$ cat src/rtl/qfx_add.sv
`timescale 1ns/1ps
module qfx_add #(
  parameter int A_INT   = 3,
  parameter int A_FRAC  = 0,
  parameter int B_INT   = 1,
  parameter int B_FRAC  = 2,
  parameter bit REG_OUT = 1'b0,
  localparam int AW = 1 + A_INT + A_FRAC,
  localparam int BW = 1 + B_INT + B_FRAC,
  localparam int R_INT  = (A_INT > B_INT) ? A_INT : B_INT,
  localparam int R_FRAC = (A_FRAC > B_FRAC) ? A_FRAC : B_FRAC,
  localparam int RW = 1 + R_INT + R_FRAC
) (
  input  logic          clk,
  input  logic          rst_n,
  input  logic [AW-1:0] a,
  input  logic [BW-1:0] b,
  input  logic          sub_en,
  input  logic          sat_en,
  output logic [RW-1:0] sum,
  output logic          ovf
);

  localparam logic [RW-1:0] POS_RAIL = {1'b0, {(RW-1){1'b1}}};
  localparam logic [RW-1:0] NEG_RAIL = {1'b1, {(RW-1){1'b0}}};

  logic [RW-1:0] a_al, b_al, b_op, raw, res;
  logic          wrap_hit;

  assign a_al = RW'($signed(a)) << (R_FRAC - A_FRAC);
  assign b_al = RW'($signed(b)) << (R_FRAC - B_FRAC);
  assign b_op = sub_en ? ~b_al : b_al;
  assign raw  = a_al + b_op + {{(RW-1){1'b0}}, sub_en};

  assign wrap_hit = (a_al[RW-1] == b_op[RW-1]) && (raw[RW-1] != a_al[RW-1]);
  assign res = (sat_en && wrap_hit) ? (a_al[RW-1] ? NEG_RAIL : POS_RAIL) : raw;

  generate
    if (REG_OUT) begin : g_reg
      always_ff @(posedge clk or negedge rst_n) begin
        if (!rst_n) begin
          sum <= '0;
          ovf <= 1'b0;
        end else begin
          sum <= res;
          ovf <= wrap_hit;
        end
      end
    end else begin : g_comb
      logic unused_clk;
      assign unused_clk = clk ^ rst_n;
      assign sum = res;
      assign ovf = wrap_hit;
    end
  endgenerate

endmodule


$ cat config.mk
export PLATFORM = sky130hd
export DESIGN_NAME = qfx_add
export DESIGN_NICKNAME = d
export VERILOG_FILES = /design/src/rtl/qfx_add.sv
export SDC_FILE = /design/constraint.sdc
export NUM_CORES = 1
export LEC_CHECK = 0
export ABC_AREA = 1
export CAP_MARGIN = 5
export CORE_AREA = 3 3 40 42
export DETAILED_ROUTE_END_ITERATION = 10
export DIE_AREA = 0 0 43 45
export PLACE_DENSITY_LB_ADDON = 0.12
export SLEW_MARGIN = 20
export SYNTH_ARGS = -nofsm -noshare
export SYNTH_HDL_FRONTEND = slang
export SYNTH_SLANG_ARGS = --single-unit
$ cat constraint.sdc
create_clock -name vclk -period 3.6
set_input_delay 0.54 -clock vclk [all_inputs]
set_output_delay 0.54 -clock vclk [all_outputs]
set_load 0.02 [all_outputs]
==> key figures, run 1 <==
Placement
  – Post-DP HPWL: 683 um
  – Buffers on Ports: 17
  – Post-Place Cells: 95
  – RD Place Congestion: between 0.7 and 0.8

Layout
  – Seq_cells: 0
  – Register area: 0 sq um
  – # diodes: 0
  – CLK BUF: 0
  – Final non-filler cell total: between 90 and 100
  – Layout area overhead: 59.2%
  – Final #Nets: 99
  – Proportion of layout cells with a drive suffix above 1: 17.5%

Global route
  – Initial antenna violation count: 0
  – GR Overflow Total: 0
  – Vias in the first global route: 336
  – GRT Total Usage: between 8 and 9%
  – Largest net degree at the start of global routing: 7
  – First-pass GRT wire length: between 1000 and 1500 um

Drt
  – DR vias/cell: 4.33
  – Post-route ant nets: 0
  – DR iter-0 viols: 6
  – Drt wl/cell: a little over 8 um
  – DR vias: 411
  – Drt drc: 0
  – Drt first pass iters: 2
  – Final wirelength: 783 um

Hold path
  – Hold Path Class: in2out

Die
  – FP Rows: 13
  – Die Area: between 0.0015 and 0.002 sq mm
  – Core area: approximately 0.0013 sq mm
  – I/O pin cnt: 19
  – Starting Density: between 20 and 30%
  – Die Span Y: 45 um
  – Die Wd: between 40 and 50 um

Synthesis
  – Warnings, synthesis: 0
  – Synthesized cell area: 374 sq um
  – Synth cell types: 17
  – Avg Inst Size Synth: between 6 and 7 sq um
  – Cell count after synthesis: roughly 60
  – Post-synthesis sequential area ratio: 0%
  – Post-synth top area cell: nand2_1
  – Yosys top cell area share: between 20% and 30%
  – Synthesized Nets: 78
  – Largest cells by area after synthesis: nand2_1 (22%), ha_1 (17%), xor2_1 (9.4%), inv_1 (9.0%), nand2_2 (8.4%)

Power and ir drop
  – Lkg Pwr: between 0.3 and 0.4 nW
  – Worst VDD drop: 0.108 mV
  – Design Power: around 130 uW
  – Power Dens Cells: about 220 mW/mm^2

Setup path
  – Crit path arrival time: ~2900 ps
  – WS Path Type: in2out
  – CP Data Required Time: approximately 3000 ps
  – Setup crit start kind: input port
  – CP Max Fanout: 5
  – Critical path endpoint category: output port

STA
  – Hold_ws: between 1500 and 2000 ps
  – Max-slew headroom: around 83%
  – Final hold vios: 0
  – Unrepaired setup endpoints after global routing: false
  – F_max: 294 MHz
  – Final worst-path cycle share: 94.4%
  – Max-slew violation count: 0
  – Worst-margin pin slew: 261 ps
  – Final min period: 3400 ps
  – Setup TNS: 0 ps
  – Final Setup Violations: 0

Clocking
  – Post-CTS Setup Bufs: 0
  – Hold-fix buffers, CTS: 0

Run status
  – Status: complete, no violations

Run
  – # Max-Cap Violations: 0
synth_stat cells:
master	instances
ha_1	5
nand2_2	5
inv_2	1
inv_1	9
nor2_1	2
nand3_4	1
nand4_1	2
xnor2_1	2
inv_4	1
nand2_4	1
nand3_2	1
nand3_1	1
and3_1	1
xor2_1	4
nand2_1	22
nand4_4	1
a21oi_1	2
area by class of cell:
class              instances  area [sq um]
inverters                 11          43.8
multi-input cells         50           333
fillers                  141           689
repair buffers            19           200
well taps                 15          18.8
critical path: stages:
cell and delay (ps):
clkdlybuf4s50_1 510, nand2_1 70, nand2_2 110, inv_4 60
ha_1 310, nand2_1 70, nand2_1 60, nor2_2 200
nand2_4 90, nand2_2 80, and3_1 150, clkdlybuf4s50_1 600
path summary, 6_finish.rpt:
path / from / endpoint / slack (ps) / cells past startpoint
setup / recovery: sub_en / ovf / 200 / 12
hold / removal: a[3] / sum[5] / 1870 / 4
stage by stage:
| stage | setup slack [ps] | instance area [sq um] | utilization (%) |
|---|---|---|---|
| 2_1_floorplan | 1160 | 374 | - |
| 3_3_place_gp | 50.1 | 578 | 45.0 |
| 3_5_place_dp | 55.1 | 578 | 45.0 |
| 4_1_cts | 43.9 | 578 | 45.0 |
| 5_1_grt | 49.9 | 596 | 46.3 |
| 6_report | 203 | 596 | 46.3 |
layout by cell type, fill, tap and decap left out, types with 2 or more instances in the layout:
| cell type | n |
|---|---|
| a21oi_1 | 2 |
| clkdlybuf4s50_1 | 11 |
| nand2_1 | 22 |
| xor2_1 | 4 |
| nand2_2 | 5 |
| inv_1 | 9 |
| dlymetal6s2s_1 | 6 |
| buf_4 | 2 |
| nand4_1 | 2 |
| xnor2_1 | 2 |
| ha_1 | 5 |
power breakdown:
part | leakage (nW) | internal [mW] | switching [mW] | total (mW)
registers | 0 | 0 | 0 | 0
logic | 0.376 | 0.0629 | 0.0704 | 0.133
clock network | 0 | 0 | 0 | 0
total | 0.376 | 0.0629 | 0.0704 | 0.133
layer usage:
metal,vias to the layer above,track usage [%],wire length [um]
li1,233,-,-
met1,168,11.9,374
met2,10,14.7,353
met3,0,0.398,55
met4,0,0,0
met5,-,0,0
kinds of logic (layout without fill, tap and decap cells):
group	Yosys count	count (layout)	share of synthesized area, %
and+or+nand+nor	37	37	54.9
buffers and inverters	11	30	11.7
xor gates and xnor gates	6	6	14.0
adders and majority gates	5	5	16.7
AOI/OAI and AO/OA	2	2	2.68
timing repair:
action                     in CTS  in global routing
resized for setup               0                  7
hold endpoints to repair        0                  0
setup endpoints to repair       0                  7
(Power assumes the default switching activity.)
==> run 2: changes to the inputs <==
--- a/config.mk
+++ b/config.mk
@@ -10,6 +10,8 @@
 export CORE_AREA = 3 3 40 42
 export DETAILED_ROUTE_END_ITERATION = 10
 export DIE_AREA = 0 0 43 45
+export DONT_BUFFER_PORTS = 1
+export MAX_ROUTING_LAYER = met4
 export PLACE_DENSITY_LB_ADDON = 0.12
 export SLEW_MARGIN = 20
 export SYNTH_ARGS = -nofsm -noshare
==> key figures, run 2 (synthesized netlist as in run 1, its figures left out) <==
Run status
  – Status: complete, no violations

Placement
  – Post-Place Cells: 76
  – RD Place Congestion: 0.651
  – Post-DP HPWL: 653 um
  – Buffers on Ports: 0
  – Placed cell area: ~390 sq um
  – Setup WS pre-CTS: between 900 and 1000 ps

Clocking
  – Post-CTS Setup Bufs: 0
  – Hold-fix buffers, CTS: 0
  – CTS resizes: 0

Drt
  – Met3 wire length: 48 um
  – Drt wl/cell: 9.21 um
  – DR WL met2: about 320 um
  – Final wirelength: around 700 um
  – Drt first pass iters: 2
  – DR vias: about 340
  – DR vias/cell: ~4.4
  – DR iter-0 viols: 2
  – Drt drc: 0
  – Highest Signal Layer: met3
  – Post-route ant nets: 0
  – WL met1: 334 um

Setup path
  – Crit path buf inv count: 2
  – Crit path arrival time: about 2100 ps
  – Crit-path max cell delay: around 320 ps
  – Critical path endpoint category: output port
  – Setup crit start kind: input port
  – Most used cell, CP: nand2_1
  – Highest-delay cell along the critical path: ha_1
  – CP Max Fanout: 6
  – WS Path Type: in2out
  – Top delay family on crit path: simple AND/OR/NAND/NOR gates
  – CP Data Required Time: between 3000 and 4000 ps
  – Sequence of cells on the critical path: inv_2 > nand2_1 > nand2_2 > inv_4 > ha_1 > nand2_1 > nor2_1 > nor2_1 > nand2_4 > nand2_2 > nand4_4 > nand2_1 > nand2_1

Layout
  – Layout area overhead: 5.02%
  – Seq_cells: 0
  – Filler cells: 145
  – Post-route cell area: approximately 390 sq um
  – Register area: 0 sq um
  – CLK BUF: 0
  – Fin util: between 30% and 40%
  – Final #Nets: 80
  – # diodes: 0
  – Final non-filler cell total: 76
  – Proportion of layout cells with a drive suffix above 1: between 10% and 20%
  – Most common cell after layout, fill and taps aside: nand2_1
  – Commonest non-fill, non-tap cells in the layout: nand2_1 (22), inv_1 (9), nand2_2 (5), ha_1 (5), xor2_1 (4)

Die
  – Starting Density: ~29%
  – Die Area: between 0.0015 and 0.002 sq mm
  – FP Rows: 13
  – Die Wd: 43 um
  – Die Span Y: between 40 and 50 um
  – I/O pin cnt: 19
  – Core area: ~0.0013 sq mm

Power and ir drop
  – Clock share of power: 0%
  – Combinational Power Share: 100.0%
  – Total internal power: about 28 uW
  – Power Dens Cells: 229 mW/mm^2
  – Register share of total power: 0%
  – Design Power: 90.1 uW
  – Lkg Pwr: 0.237 nW
  – P_sw: ~62 uW
  – Net Sw Frac: between 60% and 70%
  – Worst VDD drop: 0.0913 mV

STA
  – Unrepaired setup endpoints after global routing: false
  – Final Setup Violations: 0
  – Hold_ws: around 1300 ps
  – Final hold vios: 0
  – Worst-margin pin slew: ~300 ps
  – Final setup margin: approximately 1000 ps
  – Final min period: 2590 ps
  – Max-slew violation count: 0
  – Setup TNS: 0 ps
  – Final worst-path cycle share: between 70% and 80%
  – F_max: about 390 MHz
  – Max-slew headroom: between 70% and 80%

Hold path
  – Hold Crit Start: a[3]
  – WHS Path Cells: 2
  – Min-Delay Endpoint: sum[5]
  – Hold Path Class: in2out

Global route
  – Initial antenna violation count: 0
  – Largest net degree at the start of global routing: 7
  – GR Overflow Total: 0
  – First-pass GRT wire length: 1390 um
  – GRT Total Usage: under 10%
  – Vias in the first global route: between 300 and 400

Run
  – # Max-Cap Violations: 0
[run 2: cell types whose count changed in the layout (fill, tap and decap cells not counted)]
cell             previous run  this run
dlymetal6s2s_1              6         0
clkdlybuf4s50_1            11         0
nor2_2                      1         0
nor2_1                      1         2
buf_4                       2         0
[run 2: how the worst max path moves through the flow]
stage                     startpoint     end  cells after the start
after floorplan               sub_en  sum[0]                     13
after global placement        sub_en  sum[2]                     13
after detailed placement      sub_en  sum[2]                     13
after CTS                     sub_en  sum[2]                     13
after global routing            b[3]  sum[3]                     13
final                         sub_en  sum[2]                     13
[run 2: layer usage]
metal  track usage [%]  up-vias
li1                  -      191
met1              11.7      136
met2              15.3       10
met3              1.20        0
met4                 0        0
met5                 -        -
[run 2: final cells by class]
cell class / count / area, sq um / share of cell area [%]
multi-input combinational: 50 / 330 / 84.1
tap: 15 / 18.8 / 4.78
inverter: 11 / 43.8 / 11.1
[run 2: power by group through the flow]
stage | Combinational, mW | Sequential (mW) | Clock [mW]
after global placement | 0.0921 | 0 | 0
after global routing | 0.103 | 0 | 0
after CTS | 0.0916 | 0 | 0
after detailed placement | 0.0914 | 0 | 0
after floorplan | 0.0816 | 0 | 0
final | 0.0901 | 0 | 0
